### src/rtl/mct_pkg.sv
package mct_pkg;

  typedef enum logic [2:0] {
    IDX_CMP_LO = 3'd0,
    IDX_MSK_LO = 3'd1,
    IDX_CTRL   = 3'd2,
    IDX_CNT_LO = 3'd3,
    IDX_CMP_HI = 3'd4,
    IDX_MSK_HI = 3'd5,
    IDX_RSVD   = 3'd6,
    IDX_CNT_HI = 3'd7
  } reg_idx_e;

  // control register bit positions
  localparam int CTL_FLAG    = 0;
  localparam int CTL_AUTOCLR = 1;
  localparam int CTL_DBGSTOP = 2;
  localparam int CTL_RUN     = 3;
  localparam int CTL_BITS    = 4;

  localparam logic [CTL_BITS-1:0] CTL_RESET = 4'hC;

endpackage

### src/rtl/mct_split_reg.sv
// Wide register loaded one bus word at a time (low word, then upper bits).
module mct_split_reg #(
  parameter int          W   = 48,
  parameter int          DW  = 32,
  parameter logic [W-1:0] RST = '0
) (
  input  logic          clk,
  input  logic          rst,
  input  logic          wr_lo,
  input  logic          wr_hi,
  input  logic [DW-1:0] wdata,
  output logic [W-1:0]  q
);
  localparam int HI_W = W - DW;

  always_ff @(posedge clk) begin
    if (rst) begin
      q <= RST;
    end else begin
      if (wr_lo) q[DW-1:0] <= wdata;
      if (wr_hi) q[W-1:DW] <= wdata[HI_W-1:0];
    end
  end
endmodule

### src/rtl/mct_counter.sv
// Free-running counter: software load > clear-on-match > step.
module mct_counter #(
  parameter int W  = 48,
  parameter int DW = 32
) (
  input  logic          clk,
  input  logic          rst,
  input  logic          ld_lo,
  input  logic          ld_hi,
  input  logic [DW-1:0] wdata,
  input  logic          clr,
  input  logic          step,
  output logic [W-1:0]  cnt
);
  localparam int HI_W = W - DW;

  always_ff @(posedge clk) begin
    if (rst) begin
      cnt <= '0;
    end else if (ld_lo || ld_hi) begin
      if (ld_lo) cnt[DW-1:0] <= wdata;
      if (ld_hi) cnt[W-1:DW] <= wdata[HI_W-1:0];
    end else if (clr) begin
      cnt <= '0;
    end else if (step) begin
      cnt <= cnt + W'(1);
    end
  end
endmodule

### src/rtl/mct_match.sv
// Per-bit masked equality; a set mask bit forces that position equal.
module mct_match #(
  parameter int W = 48
) (
  input  logic [W-1:0] cnt,
  input  logic [W-1:0] cmp,
  input  logic [W-1:0] msk,
  output logic         hit
);
  logic [W-1:0] bit_eq;

  for (genvar i = 0; i < W; i++) begin : g_bit
    assign bit_eq[i] = msk[i] | ~(cnt[i] ^ cmp[i]);
  end

  assign hit = &bit_eq;
endmodule

### src/rtl/mct_timer.sv
module mct_timer
  import mct_pkg::*;
#(
  parameter int CNT_W = 48,
  parameter int DW    = 32,
  parameter int AW    = 5
) (
  input  logic          clk,
  input  logic          rst,
  input  logic [AW-1:0] bus_addr,
  input  logic          bus_wr,
  input  logic [DW-1:0] bus_wdata,
  output logic [DW-1:0] bus_rdata,
  input  logic          dbg_halt,
  output logic          irq
);
  localparam int HI_W = CNT_W - DW;
  localparam logic [CNT_W-1:0] CMP_RST = '1;

  // ---------------- address decode ----------------
  reg_idx_e idx;
  logic     sel_ok;
  assign idx    = reg_idx_e'(bus_addr[4:2]);
  assign sel_ok = (bus_addr[1:0] == 2'b00) && ((bus_addr >> 5) == '0);

  logic wr_ok;
  assign wr_ok = bus_wr && sel_ok;

  logic wr_cmp_lo, wr_cmp_hi, wr_msk_lo, wr_msk_hi, wr_ctl, wr_cnt_lo, wr_cnt_hi;
  assign wr_cmp_lo = wr_ok && (idx == IDX_CMP_LO);
  assign wr_cmp_hi = wr_ok && (idx == IDX_CMP_HI);
  assign wr_msk_lo = wr_ok && (idx == IDX_MSK_LO);
  assign wr_msk_hi = wr_ok && (idx == IDX_MSK_HI);
  assign wr_ctl    = wr_ok && (idx == IDX_CTRL);
  assign wr_cnt_lo = wr_ok && (idx == IDX_CNT_LO);
  assign wr_cnt_hi = wr_ok && (idx == IDX_CNT_HI);

  logic cnt_wr_any;
  assign cnt_wr_any = wr_cnt_lo || wr_cnt_hi;

  // ---------------- compare and mask storage ----------------
  logic [CNT_W-1:0] cmp_q, msk_q, cnt_q;

  mct_split_reg #(.W(CNT_W), .DW(DW), .RST(CMP_RST)) u_cmp (
    .clk(clk), .rst(rst), .wr_lo(wr_cmp_lo), .wr_hi(wr_cmp_hi),
    .wdata(bus_wdata), .q(cmp_q)
  );

  mct_split_reg #(.W(CNT_W), .DW(DW), .RST('0)) u_msk (
    .clk(clk), .rst(rst), .wr_lo(wr_msk_lo), .wr_hi(wr_msk_hi),
    .wdata(bus_wdata), .q(msk_q)
  );

  // ---------------- control ----------------
  logic ctl_run, ctl_stop, ctl_clr, flag_q;
  logic flag_clr_req;
  assign flag_clr_req = wr_ctl && bus_wdata[CTL_FLAG];

  always_ff @(posedge clk) begin
    if (rst) begin
      ctl_run  <= CTL_RESET[CTL_RUN];
      ctl_stop <= CTL_RESET[CTL_DBGSTOP];
      ctl_clr  <= CTL_RESET[CTL_AUTOCLR];
    end else if (wr_ctl) begin
      ctl_run  <= bus_wdata[CTL_RUN];
      ctl_stop <= bus_wdata[CTL_DBGSTOP];
      ctl_clr  <= bus_wdata[CTL_AUTOCLR];
    end
  end

  // ---------------- match and counter ----------------
  logic hit;
  mct_match #(.W(CNT_W)) u_match (
    .cnt(cnt_q), .cmp(cmp_q), .msk(msk_q), .hit(hit)
  );

  logic step;
  assign step = ctl_run && !(ctl_stop && dbg_halt);

  mct_counter #(.W(CNT_W), .DW(DW)) u_cnt (
    .clk(clk), .rst(rst), .ld_lo(wr_cnt_lo), .ld_hi(wr_cnt_hi),
    .wdata(bus_wdata), .clr(hit && ctl_clr), .step(step), .cnt(cnt_q)
  );

  // hardware set has priority over software clear
  always_ff @(posedge clk) begin
    if (rst)               flag_q <= 1'b0;
    else if (hit)          flag_q <= 1'b1;
    else if (flag_clr_req) flag_q <= 1'b0;
  end

  assign irq = flag_q;

  // ---------------- registered read path ----------------
  logic [DW-1:0] rd_mux;
  always_comb begin
    rd_mux = '0;
    if (sel_ok) begin
      case (idx)
        IDX_CMP_LO: rd_mux = cmp_q[DW-1:0];
        IDX_CMP_HI: rd_mux = DW'(cmp_q[CNT_W-1:DW]);
        IDX_MSK_LO: rd_mux = msk_q[DW-1:0];
        IDX_MSK_HI: rd_mux = DW'(msk_q[CNT_W-1:DW]);
        IDX_CNT_LO: rd_mux = cnt_q[DW-1:0];
        IDX_CNT_HI: rd_mux = DW'(cnt_q[CNT_W-1:DW]);
        IDX_CTRL:   rd_mux = DW'({ctl_run, ctl_stop, ctl_clr, flag_q});
        default:    rd_mux = '0;
      endcase
    end
  end

  always_ff @(posedge clk) begin
    if (rst) bus_rdata <= '0;
    else     bus_rdata <= rd_mux;
  end
endmodule

### config.mk
export PLATFORM = sky130hd
export DESIGN_NAME = mct_timer
export DESIGN_NICKNAME = d
export VERILOG_FILES = /design/src/rtl/mct_pkg.sv /design/src/rtl/mct_split_reg.sv /design/src/rtl/mct_counter.sv /design/src/rtl/mct_match.sv /design/src/rtl/mct_timer.sv
export SDC_FILE = /design/constraint.sdc
export NUM_CORES = 1
export LEC_CHECK = 0
export ABC_AREA = 1
export CAP_MARGIN = 20
export CELL_PAD_IN_SITES_DETAIL_PLACEMENT = 1
export CELL_PAD_IN_SITES_GLOBAL_PLACEMENT = 1
export CORE_AREA = 2 2 161 163
export DETAILED_ROUTE_END_ITERATION = 6
export DIE_AREA = 0 0 163 165
export DONT_BUFFER_PORTS = 1
export GPL_ROUTABILITY_DRIVEN = 0
export GPL_TIMING_DRIVEN = 0
export PLACE_DENSITY = 0.71
export RECOVER_POWER = 25
export SETUP_SLACK_MARGIN = 0.02
export SYNTH_ARGS = -nofsm -noshare
export SYNTH_HDL_FRONTEND = slang
export SYNTH_SLANG_ARGS = --single-unit
export TNS_END_PERCENT = 10
### constraint.sdc
create_clock -name clk -period 2.05 [get_ports clk]
set_input_delay 0.1025 -clock clk [delete_from_list [all_inputs] [get_ports clk]]
set_output_delay 0.1025 -clock clk [all_outputs]
set_load 0.05 [all_outputs]
==> results of run 1 <==
-- cell type report --
cell class / count / area share [%]
clock inverters: 14 / 1.34
flip-flops and latches: 180 / 31.0
repair buffers: 52 / 4.15
multi-input cells: 1219 / 48.1
plain buffers: 68 / 3.09
clock buffers: 18 / 3.65
well taps: 330 / 3.51
inverters: 159 / 5.18
-- per-layer routing --
layer	vias up	part of all wire [%]	global-route usage, %
met3	119	6.6	5.50
met2	453	45	57.6
li1	5356	-	-
met5	-	0	0
met4	0	5.4	17.9
met1	5587	43	44.7
-- metrics by stage --
step	total power, uW	cells	area, sq um	worst slack [ns]	util, %
after detailed placement	4910	1955	10300	-0.515	41.3
after global routing	8750	2040	11800	-0.174	46.9
after CTS	8420	2033	11600	-0.0266	46.3
after floorplan	4510	1625	9920	0.270	-
final	8510	2040	11800	-0.0866	46.9
after global placement	4880	1955	10300	-0.492	41.3
-- sequential cells by signal, summed over array words and instances, names as in the netlist --
register	cells
u_cmp.q	48
u_cnt.cnt	48
u_msk.q	48
bus_rdata	32
ctl_clr	1
ctl_run	1
ctl_stop	1
irq	1
-- cell families after synthesis --
group | count (synthesis) | share of synthesized area [%]
and+or+nand+nor | 921 | 37.6
AOI/OAI and AO/OA | 275 | 14.9
buffers and inverters | 227 | 9.17
DFF | 180 | 36.3
xor gates and xnor gates | 21 | 1.85
adders and majority gates | 1 | 0.126
-- timing repair --
action	4_1_cts	5_1_grt
endpoints found under the setup margin	48	48
gates resized for setup	73	36
cloned	0	2
endpoints found under the hold margin	147	0
hold buffers	32	0
pin swaps	8	3
setup buffers	14	5
-- layout by cell type (no fill, tap or decap), types with 6 or more instances in the layout --
cell,count
nor3_1,29
clkbuf_16,18
xor2_1,21
nand3_1,55
inv_2,27
nor2_4,9
a221oi_1,6
dlygate4sd3_1,32
o22ai_1,38
nand2_1,494
clkbuf_1,47
nor2_1,271
inv_1,127
a21oi_1,112
nor3_2,10
nand4_1,15
dfxtp_2,19
nand3b_1,6
o21ai_0,106
buf_6,7
nor2_2,11
buf_2,8
buf_4,22
dfxtp_1,157
-- power by group --
part	internal (uW)	total, uW	leakage (uW)	switching, uW
combinational	401	1240	0.00341	835
sequential	3610	3830	0.00147	215
clock	1650	3440	0.000288	1800
total	5660	8510	0.00517	2850
-- path summary, 6_finish.rpt --
| kind | cells past startpoint | slack, ns | endpoint | start |
|---|---|---|---|---|
| setup / recovery | 11 | -0.09 | u_cnt.cnt[24] | u_cnt.cnt[13] |
| hold / removal | 2 | 0.01 | bus_rdata[20] | bus_addr[2] |
| setup reg to reg | 11 | -0.09 | u_cnt.cnt[24] | u_cnt.cnt[13] |
| hold reg to reg | 2 | 0.48 | u_msk.q[36] | u_msk.q[36] |
==> results.tsv, run 1 <==
stage	metric	value	unit
finish	antenna_cells	0	
synth	synthTopCellsByArea	dfxtp_1, nand2_1, nor2_1	
grt	gr-total-overflow	0	
timing	fmax	468	MHz
worst_setup_path	arrival	2.49	ns
floorplan	die_x	163	um
timing	slew_headroom	26.9	%
timing	worst_pin_slew	1.10	ns
worst_setup_path	required	2.40	ns
worst_setup_path	end_kind	flop	
detailed_routing	drc	0	
floorplan	dieArea	0.0269	sq mm
grt	grt_max_degree	20	
timing	setup_viol	46	
synth	postSynthAreaPerCell	6.11	sq um
timing	skew	0.0264	ns
timing	period_needed	2.14	ns
worst_setup_path	crit_buf_inv	0	
worst_setup_path	crit_type	flop to flop	
grt	grt_pass1_vias	11581	
finish	areaGrowthSynthToFinish	18.4	%
synth	synthTopCellsByCount	nand2_1, nor2_1, dfxtp_1, inv_1, a21oi_1	
synth	ys_seq_elements	180	
timing	fin_ws	-0.0866	ns
detailed_routing	wirelength	47.2	mm
synth	yosysWarnings	0	
detailed_routing	firstDrtPassIters	7	
detailed_routing	first_iter_violations	982	
synth	synth_top_area_share	36.3	%
finish	regArea	0.00364	sq mm
clock_tree	htree_levels	4	
outcome	status	finished, violations left	
worst_setup_path	cpLargestDelayFamily	simple AND/OR/NAND/NOR gates	
grt	grtUsageTotal	35.1	%
floorplan	fp-row-count	58	
outcome	violations	negative setup slack	
synth	synth_nets	1667	
synth	synth_edf_count	0	
synth	synth_async_sr_flop_share	0	%
clock_tree	clock_latency	0.47	ns
worst_setup_path	crit_chain	nand2_1, nor3_2, nand2_1, nor2_1, nand2_1, xor2_1, nor2_1, nand2_1, nand2_1, nor2_1, nor2_1	
timing	finalCritPeriodShare	104	%
clock_tree	clockBufferDepth	2	
synth	yosysMostFrequentCell	nand2_1	
place	dp_hpwl	35.0	mm
detailed_routing	vias	11515	
grt	antenna_found_initial	0	
finish	nNetsFinal	1739	
synth	synth_area_leader_cell	dfxtp_1	
floorplan	die_height	165	um
job	maxCapViolCount	0	
detailed_routing	antenna_left	0	
synth	ys.flop_type	dfxtp_1	
grt	grt_pass1_wl	69.6	mm
clock_tree	cts_tree	done	
worst_setup_path	cp_max_fo	6	
synth	yosysSeqAreaShare	36.3	%
timing	rsz0062_at_grt	true	
pwr	peakVddDrop	0.406	mV
synth	ys_types	38	
timing	drv_slew	0	
finish	multi_input_area	0.00565	sq mm
clock_tree	root_buffer	clkbuf_16	
worst_setup_path	crit_slowest_cell	dfxtp_1	
place	io_buffers	0	
worst_setup_path	cp-start-kind	flop	
worst_setup_path	cp_slowest_stage_delay	0.46	ns
finish	drive_above_1_share	10.4	%
floorplan	initial_core_util	39.6	%
floorplan	io_pins	74	
synth	synth_cells	1625	
detailed_routing	wl_per_cell	23.1	um
synth	synth_area	0.00992	sq mm
finish	nFillCells	3387	
timing	finalHoldWorstSlack	0.0133	ns
detailed_routing	viasPerCell	5.64	
min_path	hp-class	input pin to flop	
pwr	p_leak	0.00517	uW
timing	hold_violations	0	
timing	setup_tns	-1.55	ns
floorplan	coreArea	0.0250	sq mm
clock_tree	clkTransAtPathRegs	0.09	ns
clock_tree	numCtsBuffers	17	
pwr	cellPowerDensity	724	mW/mm^2
worst_setup_path	crit_top_cell	nand2_1	
clock_tree	cts.sink_count	180	
No activity file was read; power rests on OpenSTA's default activity.
==> run 2: changes to the inputs <==
--- a/config.mk
+++ b/config.mk
@@ -15,7 +15,7 @@
 export DONT_BUFFER_PORTS = 1
 export GPL_ROUTABILITY_DRIVEN = 0
 export GPL_TIMING_DRIVEN = 0
-export PLACE_DENSITY = 0.71
+export PLACE_DENSITY = 0.74
 export RECOVER_POWER = 25
 export SETUP_SLACK_MARGIN = 0.02
 export SYNTH_ARGS = -nofsm -noshare
==> constraint.sdc (replaced) <==
create_clock -name clk -period 1.9 [get_ports clk]
set_input_delay 0.095 -clock clk [delete_from_list [all_inputs] [get_ports clk]]
set_output_delay 0.095 -clock clk [all_outputs]
set_load 0.05 [all_outputs]
==> run 2 against run 1 <==
  * The flow still finishes with violations (negative setup slack)
  * Combinational power rose by 14%
  * Highest routed layer unchanged
  * Largest cell class unchanged
  * Global-route usage is 0.53 points lower
  * Fmax down 2.9%
==> results.tsv, run 2 (same netlist as run 1, synthesis figures left out) <==
stage	metric	value	unit
pwr	peakVddDrop	0.449	mV
timing	finalCritPeriodShare	116	%
worst_setup_path	cp_slowest_stage_delay	0.36	ns
detailed_routing	antenna_left	0	
worst_setup_path	critical_path.endpoint	u_cnt.cnt[27]	
finish	antenna_cells	0	
detailed_routing	wirelength	47.2	mm
grt	grt_max_degree	19	
finish	top_regs	u_cmp.q x48, u_cnt.cnt x48, u_msk.q x48	
worst_setup_path	cp_max_fo	7	
timing	rsz0062_at_grt	true	
job	maxCapViolCount	0	
grt	grtUsageTotal	34.6	%
worst_setup_path	crit_chain	or2_0, nand2_1, nand2_1, nor2_2, nand2_1, nor2_4, nand4_4, nand2_8, nand2_8, buf_8, nand2_1, nand2_1, nor2_1	
timing	fin_ws	-0.300	ns
worst_setup_path	crit_slowest_cell	dfxtp_2	
detailed_routing	wl_met1	19.1	mm
worst_setup_path	cpLargestDelayFamily	simple AND/OR/NAND/NOR gates	
detailed_routing	dr_wl_met2	21.4	mm
detailed_routing	wl_per_cell	22.9	um
place	io_buffers	0	
floorplan	die_height	165	um
timing	worst_pin_slew	1.08	ns
pwr	p_leak	0.00535	uW
clock_tree	numCtsBuffers	17	
pwr	total_power	9310	uW
worst_setup_path	reg2reg_to	u_cnt.cnt[27]	
grt	grt_pass1_vias	11605	
clock_tree	htree_levels	4	
worst_setup_path	required	2.27	ns
timing	skew	0.0179	ns
grt	antenna_found_initial	0	
worst_setup_path	crit_type	flop to flop	
grt	grt_pass1_wl	68.8	mm
detailed_routing	viasPerCell	5.73	
clock_tree	clockBufferDepth	2	
finish	areaGrowthSynthToFinish	22.9	%
clock_tree	clkTransAtPathRegs	0.08	ns
detailed_routing	met3WireLength	3.59	mm
outcome	status	finished, violations left	
finish	final_common_cell	nand2_1	
grt	gr-total-overflow	0	
outcome	violations	negative setup slack	
detailed_routing	dr.max_layer_used	met4	
finish	drive_above_1_share	15.3	%
clock_tree	cts.sink_count	180	
detailed_routing	firstDrtPassIters	5	
clock_tree	root_buffer	clkbuf_16	
worst_setup_path	crit-reg2reg-launch	u_cnt.cnt[13]	
worst_setup_path	crit_top_cell	nand2_1	
timing	setup_tns	-9.10	ns
clock_tree	clock_latency	0.46	ns
timing	drv_slew	0	
finish	nNetsFinal	1762	
worst_setup_path	worst-path-stages	13	
worst_setup_path	worstRegToRegCells	13	
timing	hold_violations	0	
clock_tree	cts_tree	done	
detailed_routing	first_iter_violations	933	
timing	slew_headroom	27.9	%
worst_setup_path	end_kind	flop	
floorplan	dieArea	0.0269	sq mm
worst_setup_path	arrival	2.57	ns
timing	period_needed	2.20	ns
floorplan	fp-row-count	58	
finish	final_cell_mix	nand2_1, nor2_1, dfxtp_1	
floorplan	initial_core_util	39.6	%
pwr	cellPowerDensity	763	mW/mm^2
min_path	hp-class	input pin to flop	
worst_setup_path	crit_buf_inv	1	
timing	setup_viol	49	
worst_setup_path	cp-start-kind	flop	
detailed_routing	vias	11821	
floorplan	io_pins	74	
place	pre_cts_ws	-0.751	ns
worst_setup_path	reg2reg_slack	-0.30	ns
floorplan	die_x	163	um
floorplan	coreArea	0.0250	sq mm
worst_setup_path	startpoint	u_cnt.cnt[13]	
place	dp_hpwl	34.5	mm
timing	fmax	455	MHz
detailed_routing	drc	0	
[run 2: cell types whose count changed in the layout (fill, tap and decap cells not counted), sizes merged]
cell and change:
bufinv +1, clkbuf +2, buf +20, inv -4, dlygate4sd3 +1, clkinvlp +1
clkinv +2
[run 2: layout make-up]
type / instances / area, sq um
repair buffers: 75 / 697
inverters: 159 / 632
clock inverters: 14 / 168
well taps: 330 / 413
clock buffers: 18 / 429
fillers: 3364 / 12800
multi-input cells: 1219 / 5810
flip-flops and latches: 180 / 3670
plain buffers: 68 / 378
[run 2: per-stage QoR]
step / utilization [%] / std cells / cell area, sq um / hold slack (ns)
after floorplan: - / 1625 / 9920 / 0.221
after CTS: 46.3 / 2033 / 11600 / 0.0218
after global routing: 48.7 / 2063 / 12200 / 0.0877
after global placement: 41.3 / 1955 / 10300 / 0.223
after detailed placement: 41.3 / 1955 / 10300 / 0.230
final: 48.7 / 2063 / 12200 / 0.0357
[run 2: how the worst min path moves through the flow]
| stage | startpoint | end | slack [ns] | depth (start not counted) |
|---|---|---|---|---|
| final | bus_addr[2] | bus_rdata[20] | 0.04 | 4 |
| after global placement | bus_wdata[13] | u_cmp.q[45] | 0.22 | 2 |
| after floorplan | bus_wdata[12] | u_cmp.q[44] | 0.22 | 2 |
| after global routing | bus_addr[2] | bus_rdata[20] | 0.09 | 4 |
| after CTS | bus_addr[2] | bus_rdata[20] | 0.02 | 4 |
| after detailed placement | bus_wdata[15] | u_cmp.q[47] | 0.23 | 2 |
[run 2: timing repair]
action	4_1_cts	5_1_grt
pin swaps	8	24
setup endpoints to repair	48	52
gates cloned	0	3
hold buffers	33	0
buffers inserted	13	27
gates resized for setup	74	122
endpoints found under the hold margin	149	0
[run 2: routing by layer]
layer  track usage (%)  vias up
li1                  -     5409
met1              43.2     5715
met2              56.5      547
met3              5.93      150
met4              19.6        0
met5                 0        -
[run 2: worst register-to-register path: cells and delay by family (launching register included)]
| family | cells | cell delay [ns] |
|---|---|---|
| flip-flops | 1 | 0.36 |
| buffers and inverters | 1 | 0.18 |
| AND/OR/NAND/NOR | 12 | 1.59 |
[run 2: power breakdown]
group / internal (uW) / total (uW) / switching (uW)
Combinational: 487 / 1410 / 925
Sequential: 3900 / 4140 / 239
Clock: 1880 / 3750 / 1870
Total: 6280 / 9310 / 3030
